$ cat src/rtl/dslope_pkg.sv
package dslope_pkg;
    typedef enum logic [1:0] {
        PH_ZERO  = 2'd0,
        PH_AUTOZ = 2'd1,
        PH_INTEG = 2'd2,
        PH_DEINT = 2'd3
    } phase_e;
endpackage

$ cat src/rtl/dslope_prescale.sv
module dslope_prescale #(
    parameter int DIV = 4
) (
    input  logic clk,
    input  logic rst,
    output logic tick
);
    localparam int DW = (DIV > 1) ? $clog2(DIV) : 1;
    localparam logic [DW-1:0] LAST = DW'(DIV - 1);

    logic [DW-1:0] cnt;

    assign tick = (cnt == LAST);

    always_ff @(posedge clk) begin
        if (rst || tick) cnt <= '0;
        else             cnt <= cnt + 1'b1;
    end
endmodule

$ cat src/rtl/dslope_sync.sv
module dslope_sync #(
    parameter int STAGES = 2
) (
    input  logic clk,
    input  logic rst,
    input  logic d,
    output logic q
);
    logic [STAGES-1:0] sr;

    generate
        if (STAGES == 1) begin : g_one
            always_ff @(posedge clk) begin
                if (rst) sr <= '0;
                else     sr <= d;
            end
        end else begin : g_chain
            always_ff @(posedge clk) begin
                if (rst) sr <= '0;
                else     sr <= {sr[STAGES-2:0], d};
            end
        end
    endgenerate

    assign q = sr[STAGES-1];
endmodule

$ cat src/rtl/dslope_fsm.sv
module dslope_fsm
    import dslope_pkg::*;
#(
    parameter int INT_COUNTS   = 1000,
    parameter int DEINT_MAX    = 2090,
    parameter int ZERO_MAX     = 640,
    parameter int FRAME_COUNTS = 4000,
    parameter int RW           = $clog2(DEINT_MAX + 1)
) (
    input  logic          clk,
    input  logic          rst,
    input  logic          tick,
    input  logic          cmp_hi,
    output logic          zi_en,
    output logic          az_en,
    output logic          int_en,
    output logic          deint_en,
    output logic          conv_done,
    output logic [RW-1:0] conv_cnt
);
    localparam int PMAX0 = (INT_COUNTS - 1 > DEINT_MAX) ? INT_COUNTS - 1 : DEINT_MAX;
    localparam int PMAX  = (PMAX0 > ZERO_MAX) ? PMAX0 : ZERO_MAX;
    localparam int PW    = $clog2(PMAX + 1);
    localparam int FW    = $clog2(FRAME_COUNTS);
    localparam logic [PW-1:0] INT_LAST   = PW'(INT_COUNTS - 1);
    localparam logic [PW-1:0] DEINT_LAST = PW'(DEINT_MAX);
    localparam logic [PW-1:0] ZERO_LAST  = PW'(ZERO_MAX);
    localparam logic [FW-1:0] FR_LAST    = FW'(FRAME_COUNTS - 1);

    phase_e        state, nxt;
    logic [PW-1:0] ph_cnt;
    logic [FW-1:0] fr_cnt;

    // next-state decision, consumed only on a tick
    always_comb begin
        nxt = state;
        unique case (state)
            PH_ZERO:  if (!cmp_hi || ph_cnt == ZERO_LAST)  nxt = PH_AUTOZ;
            PH_AUTOZ: if (fr_cnt == FR_LAST)               nxt = PH_INTEG;
            PH_INTEG: if (ph_cnt == INT_LAST)              nxt = PH_DEINT;
            PH_DEINT: if (!cmp_hi || ph_cnt == DEINT_LAST) nxt = PH_ZERO;
        endcase
    end

    // state register and the counters that advance with it
    always_ff @(posedge clk) begin
        if (rst) begin
            state  <= PH_ZERO;
            ph_cnt <= '0;
            fr_cnt <= '0;
        end else if (tick) begin
            state  <= nxt;
            ph_cnt <= (nxt != state) ? '0 : ph_cnt + 1'b1;
            fr_cnt <= (fr_cnt == FR_LAST) ? '0 : fr_cnt + 1'b1;
        end
    end

    // switch enables decoded from the registered state
    always_comb begin
        zi_en    = 1'b0;
        az_en    = 1'b0;
        int_en   = 1'b0;
        deint_en = 1'b0;
        unique case (state)
            PH_ZERO:  zi_en    = 1'b1;
            PH_AUTOZ: az_en    = 1'b1;
            PH_INTEG: int_en   = 1'b1;
            PH_DEINT: deint_en = 1'b1;
        endcase
    end

    assign conv_done = tick && (state == PH_DEINT) && (nxt == PH_ZERO);
    assign conv_cnt  = RW'(ph_cnt);
endmodule

$ cat src/rtl/dslope_seq.sv
module dslope_seq #(
    parameter int DIV          = 4,
    parameter int INT_COUNTS   = 1000,
    parameter int FULL_SCALE   = 2000,
    parameter int DEINT_MAX    = 2090,
    parameter int ZERO_MAX     = 640,
    parameter int FRAME_COUNTS = 4000,
    parameter int SYNC_STAGES  = 2,
    parameter int RW           = $clog2(DEINT_MAX + 1)
) (
    input  logic          clk,
    input  logic          rst,
    input  logic          cmp_in,
    input  logic          hold,
    output logic          ph_zi,
    output logic          ph_az,
    output logic          ph_int,
    output logic          ph_deint,
    output logic [RW-1:0] result,
    output logic          overrange
);
    localparam logic [RW-1:0] FULL_LIM = RW'(FULL_SCALE);

    logic          tick;
    logic          cmp_s;
    logic          conv_done;
    logic [RW-1:0] conv_cnt;

    dslope_prescale #(.DIV(DIV)) u_div (
        .clk  (clk),
        .rst  (rst),
        .tick (tick)
    );

    dslope_sync #(.STAGES(SYNC_STAGES)) u_sync (
        .clk (clk),
        .rst (rst),
        .d   (cmp_in),
        .q   (cmp_s)
    );

    dslope_fsm #(
        .INT_COUNTS   (INT_COUNTS),
        .DEINT_MAX    (DEINT_MAX),
        .ZERO_MAX     (ZERO_MAX),
        .FRAME_COUNTS (FRAME_COUNTS),
        .RW           (RW)
    ) u_fsm (
        .clk       (clk),
        .rst       (rst),
        .tick      (tick),
        .cmp_hi    (cmp_s),
        .zi_en     (ph_zi),
        .az_en     (ph_az),
        .int_en    (ph_int),
        .deint_en  (ph_deint),
        .conv_done (conv_done),
        .conv_cnt  (conv_cnt)
    );

    always_ff @(posedge clk) begin
        if (rst) begin
            result    <= '0;
            overrange <= 1'b0;
        end else if (conv_done && !hold) begin
            result    <= conv_cnt;
            overrange <= (conv_cnt > FULL_LIM);
        end
    end
endmodule

$ cat config.mk
export PLATFORM = sky130hd
export DESIGN_NAME = dslope_seq
export DESIGN_NICKNAME = d
export VERILOG_FILES = /design/src/rtl/dslope_pkg.sv /design/src/rtl/dslope_prescale.sv /design/src/rtl/dslope_sync.sv /design/src/rtl/dslope_fsm.sv /design/src/rtl/dslope_seq.sv
export SDC_FILE = /design/constraint.sdc
export NUM_CORES = 1
export LEC_CHECK = 0
export BUFFER_PORTS_ARGS = -buffer_cell sky130_fd_sc_hd__buf_2
export CORE_MARGIN = 2
export CORE_UTILIZATION = 40
export CTS_CLUSTER_DIAMETER = 40
export DETAILED_ROUTE_END_ITERATION = 8
export SYNTH_ARGS = -nofsm -noshare
export SYNTH_HDL_FRONTEND = slang
export SYNTH_HIERARCHICAL = 1
export SYNTH_SLANG_ARGS = --single-unit
$ cat constraint.sdc
create_clock -name clk -period 3.3 [get_ports clk]
set_input_delay 0.165 -clock clk [delete_from_list [all_inputs] [get_ports clk]]
set_output_delay 0.165 -clock clk [all_outputs]
set_load 0.03 [all_outputs]
; ---- Word-level counts from Yosys, hierarchy flattened
; Index checks and enable logic that the tools add are counted.
[word_totals]
output_inout_bits = 17
wordCells = 41
regBits = 43
[classes]
n_reduce_logical = 10
mux = 11
addsub = 3
eq_ne = 9
magnitude_cmp = 1
[op_table]
columns = operator, n
row1 = $add 12x1->12 const B, 2
row2 = $eq 12x10->1 const B, 2
row3 = $eq 12x12->1 const B, 2
row4 = $mux 12, 2
row5 = $gt 12x11->1 const B, 1
row6 = $mux 2, 4
row7 = $pmux 2 s4, 1
row8 = $eq 2x2->1 const B, 3
row9 = $logic_not 2->1, 2
row10 = $mux 1, 4
row11 = $logic_and 1x1->1, 3
row12 = $logic_or 1x1->1, 3
row13 = $add 2x1->2 const B, 1
row14 = $eq 2x1->1 const B, 1
row15 = $logic_not 1->1, 2
row16 = $ne 2x2->1, 1

; ---- Depth between registers and ports, before layout
; Gate-level depths: netlist of the first run.
[logic_depth]
word_depth = 7
depth_mapped = 9
mapped_depth_nobuf = 8

; ---- Hierarchy
; Netlist of the first run, hierarchy kept.
[by_module_without_submodules]
columns = mod, instances, area_per_inst_um2, cells_per_inst
row1 = dslope_fsm, 1, 1478.9, 165
row2 = dslope_seq, 1, 479.2, 60
row3 = dslope_prescale, 1, 75.1, 5
row4 = dslope_sync, 1, 52.6, 4

; ---- Worst setup path after synthesis of the first run
; Ideal clock, no wire load.
[synth_timing]
path_kind = register to register
start = register u_div.cnt[0]
end = register u_fsm.ph_cnt[2] (netlist: u_fsm/conv_cnt[2])
path_buffers = 2
path_stages_with_launch = 7
period_less_slack_ns = 1.839
slack_ns = 1.461
t_arrival_ns = 1.712
cell_sequence = dfxtp_1 -> ha_1 -> clkbuf_8 -> or2b_2 -> a222oi_1 -> buf_6 -> a211oi_1
[synth_via]
elab_chain_cells = 1
[synth_lines]
columns = element, line
row1 = "start, declared", dslope_prescale.sv:11  ; logic [DW-1:0] cnt;
row2 = "start signal, assigned", dslope_prescale.sv:17  ; else cnt <= cnt + 1'b1;
row3 = $eq 2x2->1, dslope_prescale.sv:13  ; assign tick = (cnt == LAST);
row4 = net tick, dslope_seq.sv:24  ; logic tick;
row5 = "end signal, assigned", dslope_fsm.sv:53  ; ph_cnt <= (nxt != state) ? '0 : ph_cnt + 1'b1;
row6 = "end, declared", dslope_fsm.sv:31  ; logic [PW-1:0] ph_cnt;
; The timed path passes the listed nets, and every way through them passes these cells.
; A chain may end at the register's enable or synchronous reset.

; ---- Worst setup path after layout of the first run
[layout_timing]
start = register u_fsm.ph_cnt[0] (netlist: u_fsm/conv_cnt[0])
end = register overrange
[layout_via]
elab_chain_cells = 7
word_cells_on_any_way = 13
cone_classes = order compare: 1 / eq/ne: 3 / mux: 4 / reduce/logical: 5
[layout_lines]
columns = element, line
row1 = $eq 12x12->1 or $eq 12x10->1 (tied branches), "dslope_fsm.sv:41, dslope_fsm.sv:38"
row2 = "$logic_or 1x1->1, on equally long branches", "dslope_fsm.sv:41, dslope_fsm.sv:38"
row3 = "$mux 2, on equally long branches", "dslope_fsm.sv:41, dslope_fsm.sv:38"
row4 = $pmux 2 s4 (*), dslope_fsm.sv:37  ; unique case (state)
row5 = $logic_not 2->1 (*), dslope_fsm.sv:72  ; assign conv_done = tick && (state == PH_DEINT) && (nxt == PH_ZERO);
row6 = $logic_and 1x1->1 (*), dslope_fsm.sv:72
row7 = net conv_done, dslope_seq.sv:26  ; logic conv_done;
row8 = $logic_and 1x1->1 (*), dslope_seq.sv:65  ; end else if (conv_done && !hold) begin
row9 = "end signal, assigned", dslope_seq.sv:67  ; overrange <= (conv_cnt > FULL_LIM);
row10 = "end, declared", dslope_seq.sv:20  ; output logic overrange
; Mark *: on every way through the listed nets, which the timed path passes. The rest lies on a longest branch.

==> out/summary.md, run 1 <==
Setup total negative slack on the finished layout was measured at 0 ps. Worst setup path category: reg2reg. The clock drives 43 sinks.

The number of enable-type register cells in the synthesized netlist works out to 0. The run gives 1290 ps as the reg-to-reg setup timing slack. The detailed-route via count came out at 1,655. The tools report the final max-slew violation count as 0. The logs give 861 sq um for the area of all sequential standard cells and 0.497 GHz for the upper clock frequency limit. The simple logic cell fraction of the synthesized area was 0.265; the peak supply drop was 0.000189 V.

The number of buffers added to fix hold violations after cts is 0, and the per-instance average area after synthesis is 8.91 sq um. The most frequent cell on the critical path is nor2_1. The initial core utilization is 0.411.

The wire length of the first global-routing pass is 7320 um, and the cell area after layout is 2300 sq um. The run gives 280 ps as the clock latency at the later pin of the worst-skew pair. In this run the power density over the cells is 398 nW/um^2.

TritonCTS built the clock tree. The CTS buffer count is 5, and the post-cts repair resize count is 0. The logs give 1120 sq um for the total area of multi-input combinational cells and 5810 sq um for the die footprint. The fraction of the mapped netlist area in compound gates is 0.142. Detailed placement ended at an HPWL of 2910 um.

Max-cap violations in this run came to 0. The standard cell with the maximum stage delay on the critical path was dfxtp_1. After the last flow step, the layout net total stands at 262. The number of iterations in the first detailed-routing pass was 4; the total core area was 5070 sq um. The die height works out to 76.2 um. The H-tree generated during clock tree synthesis spans 2 levels. The capturing instance or port of the critical path was overrange. Tracing the worst setup path back leads to its startpoint at u_fsm/conv_cnt[0].

When the netlist entered floorplanning its net count stood at 243. For the final database, setup skew stands at 4.69 ps. In this run the deepest clock path goes through 2 buffers.

The overall overflow remaining after global route was 0; the detailed-route vias per instance was 5.12. The number of cells on the worst reg-to-reg path is 8. In this run the critical register-to-register path is launched from u_fsm/conv_cnt[0].

After layout, the minimum clock period comes to 2010 ps. The arrival time at the worst endpoint is 2220 ps, and the async set-or-reset flop fraction in the synthesized netlist is 0. In this run the horizontal extent of the chip is 76.2 um. The adder-cell share of the synthesized area came out at 0.0300. The primary flip-flop cell chosen by synthesis mapping was dfxtp_1.

After clock tree synthesis, the setup repair step added 0 buffers. The run gives 25 as the largest net degree at the start of global routing. The critical path runs through a total of 8 cells. The logs give 0.803 for the final weighted congestion of routability-driven global placement and 0 for the diode insertion count for antenna repair. For the worst setup path, the data required time is 3510 ps. The netlist uses 47 different library cells. Setup repair after global routing left no endpoint under its margin. The antenna violation net count after detailed routing is 0, and the share of synthesized area occupied by flip-flops and latches is 0.413.

In this run the worst path has a maximum fanout of 13. The xor-xnor portion of the synthesized cell area was 0.0882; the final cycle utilization of the critical path was 0.610. The tools report the critical path launch point type as a flip-flop.

The post-synthesis instance total is 234. The run gives 26 as the row count. The worst register-to-register path ends at overrange.

Family with the most delay on the worst path: simple AND/OR/NAND/NOR gates. The post-route DRC violation count is 0. The tightest min-delay check is of the in2reg type. The run finished with clean final reports.

The hold violation count in the final report is 0, and the post-detailed-routing wire length is 4210 um. The share of cells above drive strength 1 came out at 0.178. The count of port buffers added during placement was 20; the combined buffer and inverter count along the critical path was 1. Largest family of logic cells by synthesized area: simple AND/OR/NAND/NOR gates.

The synthesized cell area is 2090 sq um. In the final routed layout, each cell accounts on average for 13.0 um. The worst setup path is captured at a flip-flop. The placed instances occupy a cell area of 2210 sq um. The tools report the count of yosys warnings during synthesis as 6. After the first detailed-routing iteration, the DRC count stood at 145. The final count of negative-setup-slack endpoints is 0, and the longest individual stage delay on the worst path is 470 ps. The slew of the pin with the lowest slew margin is 454 ps. The total routing usage reported by global routing is 0.151. After synthesis the netlist holds a flip-flop and latch count of 43.

The number of global-route vias before repair was 1,551; the relative slew slack was 0.698. Traced cell by cell, the critical path runs through inv_1 > ha_1 > nor4bb_1 > a31oi_1 > nor2_1 > nand2b_1 > nor2_1 > a211oi_1. The layout-stage area growth over the synthesis result works out to 10.3%. During I/O placement, the number of pins put on the boundary was 21.

Fill cells in the final layout number 513. The number of antenna violations at the first check in global routing was 0; the clock-pin slew of the registers on the worst-case setup and hold paths was 80 ps. The root buffer cell chosen for the clock tree is clkbuf_8.

The portion of netlist area occupied by mux cells is 0.00960. Summed over all cells, the static leakage comes to 0.801 nW.
-- final cells by class --
type                            instances  share of cell area
Multi-Input combinational cell        173               0.485
Tap cell                               70              0.0381
Timing Repair Buffer                   23              0.0533
Clock inverter                          1             0.00218
Clock buffer                            6              0.0359
Sequential cell                        43               0.374
Inverter                                7              0.0114
-- synth_stat cells (3+ instances only) --
master / count / share of area
dfxtp_1: 43 / 0.41
nand2_1: 36 / 0.065
nor2_1: 19 / 0.034
a21oi_1: 16 / 0.038
xnor2_1: 12 / 0.050
a211oi_1: 10 / 0.036
nand4_1: 10 / 0.030
xor2_1: 9 / 0.038
inv_1: 7 / 0.013
nor3_1: 7 / 0.017
buf_2: 5 / 0.012
ha_1: 5 / 0.030
nand3_1: 5 / 0.012
a211oi_2: 3 / 0.018
and2_1: 3 / 0.0090
and3_2: 3 / 0.011
nor2b_1: 3 / 0.0090
-- cell families after synthesis --
| group | Yosys count |
|---|---|
| DFF | 43 |
| muxes | 2 |
| adders and majority gates | 5 |
| AOI/OAI and AO/OA | 41 |
| and+or+nand+nor | 104 |
| buffers and inverters | 18 |
| xor gates and xnor gates | 21 |
-- how the worst min path moves through the flow --
stage | startpoint | end | slack (ps) | cells past startpoint
3_5_place_dp | cmp_in | u_sync/sr[0] | 380 | 2
2_1_floorplan | rst | result[11] | 230 | 1
4_1_cts | cmp_in | u_sync/sr[0] | 80 | 2
5_1_grt | cmp_in | u_sync/sr[0] | 100 | 2
3_3_place_gp | cmp_in | u_sync/sr[0] | 370 | 2
6_report | cmp_in | u_sync/sr[0] | 90 | 2
-- metrics by stage --
step / setup WS [ps] / instances / power, W / hold slack (ps) / util
after global routing: 1070 / 323 / 0.000963 / 96.9 / 0.453
after detailed placement: 1320 / 316 / 0.000599 / 384 / 0.436
after floorplan: 1460 / 234 / 0.000586 / 234 / -
after global placement: 1370 / 316 / 0.000597 / 375 / 0.436
final: 1290 / 323 / 0.000916 / 87.5 / 0.453
after CTS: 1300 / 323 / 0.000934 / 76.6 / 0.453
-- metal layers --
layer / vias up / part of all wire / global-route usage
met5: - / 0 / 0
met4: 0 / 0.010 / 0.0545
met3: 4 / 0.029 / 0.0403
met2: 27 / 0.44 / 0.240
met1: 765 / 0.51 / 0.199
li1: 859 / - / -
-- placed cells by master, fill, tap and decap left out, types with 2 or more instances in the layout --
| master | instances |
|---|---|
| nor4bb_1 | 2 |
| a211oi_2 | 3 |
| mux2i_1 | 2 |
| clkbuf_8 | 6 |
| nand4_1 | 10 |
| a211oi_1 | 10 |
| nor3_1 | 7 |
| nand2_1 | 36 |
| inv_1 | 7 |
| buf_2 | 20 |
| ha_1 | 5 |
| xnor2_1 | 12 |
| nor4_1 | 2 |
| nand3_1 | 5 |
| a31oi_1 | 2 |
| and2_1 | 3 |
| nor2_1 | 19 |
| buf_4 | 3 |
| and3_1 | 2 |
| xor2_1 | 9 |
| dfxtp_1 | 43 |
| and3_2 | 3 |
| a21oi_1 | 16 |
| nor2b_1 | 3 |
-- state kept, by name, indices dropped and copies added, names as in the netlist --
| register | flops |
|---|---|
| u_sync/sr | 2 |
| u_fsm/state | 2 |
| u_div/cnt | 2 |
| u_fsm/conv_cnt | 12 |
| overrange | 1 |
| u_fsm/fr_cnt | 12 |
| result | 12 |
-- power breakdown --
group	total, W	internal, W	leakage, nW	switching (W)
registers	0.000533	0.000526	0.347	0.00000740
logic	0.0000527	0.0000201	0.406	0.0000326
clock network	0.000330	0.000164	0.0470	0.000166
total	0.000916	0.000710	0.801	0.000206
Power figures use the tool's default switching activity.
==> run 2: changes to the inputs <==
- clock period: 3.3 -> 1.98 ns (I/O delays scaled with it)
==> run 2 against run 1 <==
Effect of this change:
- combinational power increased by 95%
- sequential share of layout area decreased by 2.3 points
- largest cell class unchanged
- sequential power increased by 66%
- register-to-register slack got worse by 1100 ps
- non-clock buffer count increased by 14
- final cell count increased by 4.6%
- critical endpoint is now u_fsm/conv_cnt[11]
- flip-flop and latch count unchanged
==> out/summary.md, run 2 (synthesized netlist as in run 1, its figures left out) <==
STA classifies the critical path startpoint as a flip-flop. The final count of negative-setup-slack endpoints was 0 (unchanged). The row count came out at 26 (unchanged). The run gives 0 (unchanged) as the hold violation count in the final report. Critical path endpoint category: a flip-flop.

The total number of H-tree levels was 2 (unchanged); the final standard cell count with taps included and fillers excluded was 338 (+4.6%). The run gives 0 (unchanged) as the post-CTS setup buffer count. The final critical path time including I/O delays and setup is 1780 ps (-232 ps). Cell at the root of the clock tree: clkbuf_8.

Combined buffer and inverter count along the critical path: 1 (unchanged). The antenna violation net count after detailed routing was 0 (unchanged). The power per cell area is 693 nW/um^2 (+74%). Compared with the post-synthesis result, the final layout area differs by 17.5%.

The post-route DRC violation count was 0 (unchanged). Peak fanout along the critical path: 13 (unchanged). The detailed-route vias per instance works out to 5.12 (-0.17%).

The run gives 4 (unchanged) as the number of iterations in the first detailed-routing pass. In the layout the commonest cells are 43 x dfxtp_1, 36 x nand2_1, 20 x buf_2, 19 x nor2_1. For the number of placed I/O pins, the log shows 21 (unchanged). The run gives 518 (+0.97%) as the final-layout fill cell count.

The total area of multi-input combinational cells was 1120 sq um (+0.11%); the number of global-route vias before repair was 1,556 (+0.32%). The worst setup path is of the reg2reg kind. The slew of the pin with the lowest slew margin works out to 489 ps (+35.3 ps).

The leakage component of the power is 0.891 nW (+11%), and the clock-pin slew of the registers on the worst-case setup and hold paths is 90 ps (about the same). The total routing usage reported by global routing was 0.153 (+0.00199); the largest net degree at the start of global routing was 16 (-36%). The run gives 0.562 GHz (+13%) as the upper clock frequency limit.

The final total negative setup slack was 0 ps (unchanged); the share of cells above drive strength 1 was 0.228 (+0.0497). The area of all sequential standard cells came out at 861 sq um (unchanged). The critical path data required time was 2200 ps (-1310 ps).

The logs give 4320 um (+2.8%) for the post-detailed-routing wire length and 5 (unchanged) for the CTS buffer count. The die footprint is 5810 sq um (unchanged), and the diode insertion count for antenna repair is 0 (unchanged). The run gives 290 ps (about the same) as the clock latency at the later pin of the worst-skew pair.

The slowest stage of the critical path belongs to the cell dfxtp_1. The number of antenna violations at the first check in global routing is 0 (unchanged), and the clock tree buffer depth is 2 (unchanged). The final cycle utilization of the critical path works out to 0.899 (+0.289).

The arrival time at the worst endpoint came out at 2000 ps (-220 ps). TritonCTS built the clock tree. The logs give 0 (unchanged) for the number of max-cap violations and 0 (unchanged) for the final max-slew violation count. The path category of the worst min-delay check was in2reg. The most common cell after layout, fill and taps aside was dfxtp_1. In this design, the largest share of critical-path delay is due to simple AND/OR/NAND/NOR gates. The placed instance count is 330 (+4.4%), and the longest individual stage delay on the worst path is 360 ps (-110 ps). Setup repair after global routing left no endpoint under its margin. The worst clock skew on the final layout is 9.21 ps (+4.52 ps), and the relative slew slack is 0.672 (-0.0260).

The peak supply drop is 0.000311 V (+65%), and the die height is 76.2 um (unchanged). The critical path goes through ha_1 > buf_12 > nand4_1 > nor4_1 > xnor2_1 > a211oi_2. The post-layout net count was 276 (+5.3%); the wire length of the first global-routing pass was 7250 um (-0.94%). The initial core utilization came out at 0.411 (unchanged). For the post-cts repair resize count, the log shows 0 (unchanged). Half-perimeter wire length of the detailed placement result: 3050 um (+4.7%). The detailed-route via count was 1,729 (+4.5%). The flow ran to the end, and the final reports show no timing, DRC or antenna violations. Number of DRC markers in iteration 0: 108 (-26%). The total core area was 5070 sq um (unchanged). The average wire per cell in the routed design is 12.8 um (-1.8%), and the CTS sink count is 43 (unchanged). For the number of buffers added to fix hold violations after cts, the log shows 0 (unchanged). The final weighted congestion of routability-driven global placement was 0.801 (-0.26%); the overall overflow remaining after global route was 0 (unchanged). The die width is 76.2 um (unchanged), and the count of port buffers added during placement is 20 (unchanged).
run 2: changes by cell type in the layout (fill, tap and decap cells not counted), sizes merged:
cell and delta:
buf +14, bufinv +1
run 2: final timing paths:
kind                             end  depth (start not counted)          from  slack, ps
setup reg to reg  u_fsm/conv_cnt[11]                          6  u_div/cnt[0]        200
hold reg to reg         u_div/cnt[0]                          1  u_div/cnt[0]        430
hold / removal          u_sync/sr[0]                          2        cmp_in         50
setup / recovery  u_fsm/conv_cnt[11]                          6  u_div/cnt[0]        200
run 2: worst register-to-register path, cell delays in order (launching register included):
cell      delay (ps)
dfxtp_1          360
ha_1             280
buf_12           180
nand4_1          230
nor4_1           360
xnor2_1          120
a211oi_2         190
run 2: where the power goes:
part | internal [W] | switching [W] | total (W)
sequential | 0.000876 | 0.00000998 | 0.000886
combinational | 0.0000437 | 0.0000591 | 0.000103
clock | 0.000408 | 0.000301 | 0.000710
total | 0.00133 | 0.000371 | 0.00170
run 2: area by class of cell:
| cell class | instances | area share |
|---|---|---|
| Clock inverter | 2 | 0.0143 |
| Tap cell | 70 | 0.0358 |
| Sequential cell | 43 | 0.351 |
| Clock buffer | 6 | 0.0337 |
| Inverter | 7 | 0.0107 |
| Multi-Input combinational cell | 173 | 0.456 |
| Timing Repair Buffer | 37 | 0.0981 |
run 2: stage by stage:
step / worst slack, ps / utilization / power (W) / hold WS, ps / cell area, sq um
after global routing: 52.0 / 0.483 / 0.00177 / 56.6 / 2450
after detailed placement: 149 / 0.459 / 0.00101 / 356 / 2330
final: 201 / 0.483 / 0.00170 / 48.4 / 2450
after CTS: 97.6 / 0.482 / 0.00173 / 40.4 / 2450
after global placement: 166 / 0.459 / 0.00101 / 309 / 2330
after floorplan: 141 / - / 0.000976 / 168 / 2090
run 2: routing by layer:
metal,wire length [um],GRT usage,share of wire
met5,0,0,0
met3,176,0.0379,0.041
met4,41,0.0691,0.0095
met2,1980,0.235,0.46
met1,2120,0.204,0.49
==> run 3: changes to the inputs <==
- CTS_BUF_LIST: unset -> sky130_fd_sc_hd__clkbuf_16
==> run 3 against run 2 <==
Effect of this change:
- flip-flop and latch count stayed put
- critical endpoint unchanged
- count of clock-buffer cells in the layout fell by 1
- total power is 12% higher
- via count increased by 0.87%
- wire length increased by 1.7%
- critical path depth did not move
==> out/summary.md, run 3 (synthesized netlist as in run 1, its figures left out) <==
The logs give 0.155 (+0.00176) for the total routing usage reported by global routing and 5070 sq um (unchanged) for the total core area. The number of max-cap violations is 0 (unchanged). The tools report the clock latency at the later pin of the worst-skew pair as 280 ps (about the same). Overall overflow remaining after global route: 0 (unchanged). The number of buffers added to fix hold violations after cts was 0 (unchanged). The startpoint identified for the worst register-to-register timing path is u_div/cnt[0]. Post-detailed-routing wire length: 4390 um (+1.7%). The endpoint identified for the worst register-to-register timing path is u_fsm/conv_cnt[11]. The detailed-route via count is 1,744 (+0.87%), and the number of global-route vias before repair is 1,552 (-0.26%). The relative slew slack was 0.679 (+0.00767); the diode insertion count for antenna repair was 0 (unchanged). The tools report the reg-to-reg setup timing slack as 190 ps (about the same).

Relative to the synthesized area, the layout overhead comes to 19.7%. The wire length of the first global-routing pass was 7280 um (+0.39%); the post-layout net count was 276 (unchanged). The detailed-route vias per instance works out to 5.16 (+0.87%). The hold violation count in the final report was 0 (unchanged). The critical path endpoint category was a flip-flop.

The run gives 3050 um (unchanged) as the half-perimeter wire length of the detailed placement result. Die footprint: 5810 sq um (unchanged). The worst clock skew on the final layout is 1.97 ps (-7.24 ps). The final cycle utilization of the critical path works out to 0.903 (+0.00470).

The setup path with the least slack is of type reg2reg. The flow ran to the end, and the final reports show no timing, DRC or antenna violations. The total number of H-tree levels was 2 (unchanged); the share of cells above drive strength 1 was 0.224 (-0.00373).

CTS placed an instance of clkbuf_16 at the clock tree root. The power per cell area came out at 765 nW/um^2 (+10%). The final critical path time including I/O delays and setup works out to 1790 ps (+9.30 ps). The library cells used most frequently in the layout, excluding fill and tap cells, are 43 x dfxtp_1, 36 x nand2_1, 20 x buf_2, 19 x nor2_1. The die width is 76.2 um (unchanged).

The post-route DRC violation count is 0 (unchanged), and the critical path data required time is 2190 ps (about the same). The row count is 26 (unchanged), and the antenna violation net count after detailed routing is 0 (unchanged). The peak supply drop is 0.000411 V (+32%), and the worst reg2reg path depth is 6 (unchanged). The path category of the worst min-delay check was in2reg. The number of placed I/O pins was 21 (unchanged).

Number of DRC markers in iteration 0: 99 (-8.3%). The clock-pin slew of the registers on the worst-case setup and hold paths is 60 ps (-30 ps). Slew of the pin with the lowest slew margin: 478 ps (-11.4 ps). Leaving out fill and tap cells, the most frequent cell in the layout is dfxtp_1.

CTS buffer count: 5 (unchanged). The run gives 4 (unchanged) as the number of iterations in the first detailed-routing pass. The total power was 0.00191 W (+12%). Final max-slew violation count: 0 (unchanged). The critical path ends at u_fsm/conv_cnt[11]. The final count of negative-setup-slack endpoints was 0 (unchanged); the count of port buffers added during placement was 20 (unchanged).

The critical path launch point is u_div/cnt[0]. The run gives 0.911 nW (+2.2%) as the leakage component of the power. The worst setup path is launched from a flip-flop.

The peak fanout along the critical path is 13 (unchanged), and the initial core utilization is 0.411 (unchanged). The tools report the largest net degree at the start of global routing as 16 (unchanged). The die height was 76.2 um (unchanged).

The arrival time at the worst endpoint is 2000 ps (about the same), and the CTS sink count is 43 (unchanged). The tools report the final total negative setup slack as 0 ps (unchanged). Setup repair after global routing left no endpoint under its margin.

The number of antenna violations at the first check in global routing is 0 (unchanged), and the clock tree buffer depth is 2 (unchanged). TritonCTS built the clock tree. The average wire per cell in the routed design was 13.0 um (+1.7%). The upper clock frequency limit was 0.559 GHz (-0.52%); the final weighted congestion of routability-driven global placement was 0.801 (unchanged).
[run 3: changes by cell type in the layout (fill, tap and decap cells not counted), sizes merged]
| cell | delta |
|---|---|
| clkinv | +1 |
| clkbuf | -1 |
[run 3: cell type report]
cell class	instances	area [sq um]
Clock buffer	5	125
Clock inverter	3	38.8
Fill cell	516	2580
Inverter	7	26.3
Multi-Input combinational cell	173	1120
Sequential cell	43	861
Tap cell	70	87.6
Timing Repair Buffer	37	240
[run 3: metrics by stage]
stage	hold WS [ps]	cells	util	cell area, sq um	setup WS (ps)
floorplan	168	234	-	2090	141
global placement	309	330	0.459	2330	166
detailed placement	356	330	0.459	2330	149
CTS	62.5	338	0.492	2490	102
global route	80.9	338	0.492	2500	30.0
finish	60.8	338	0.492	2500	191
[run 3: how the worst min path moves through the flow]
stage | startpoint | endpoint | slack (ps) | depth (start not counted)
finish | cmp_in | u_sync/sr[0] | 60 | 2
global route | cmp_in | u_sync/sr[0] | 80 | 2
CTS | cmp_in | u_sync/sr[0] | 60 | 2
detailed placement | cmp_in | u_sync/sr[0] | 360 | 2
global placement | cmp_in | u_sync/sr[0] | 310 | 2
floorplan | rst | result[11] | 170 | 1
[run 3: metal layers]
layer	GRT usage	vias up	part of all wire
li1	-	889	-
met1	0.206	806	0.49
met2	0.234	44	0.45
met3	0.0379	5	0.044
met4	0.0800	0	0.018
met5	0	-	0
[run 3: repair_timing]
item | 4_1_cts | 5_1_grt
resized for setup | 0 | 1
buffers inserted | 0 | 0
endpoints found under the setup margin | 0 | 13
[run 3: power breakdown]
part / total, W / internal, W / switching [W]
Sequential: 0.000888 / 0.000878 / 0.0000100
Clock: 0.000919 / 0.000588 / 0.000331
Combinational: 0.000103 / 0.0000437 / 0.0000594
Total: 0.00191 / 0.00151 / 0.000400
[run 3: worst max-delay path: stages, from the launching register on]
cell and delay (ps):
dfxtp_1 350, ha_1 290, buf_12 180, nand4_1 230, nor4_1 360, xnor2_1 120
a211oi_2 190
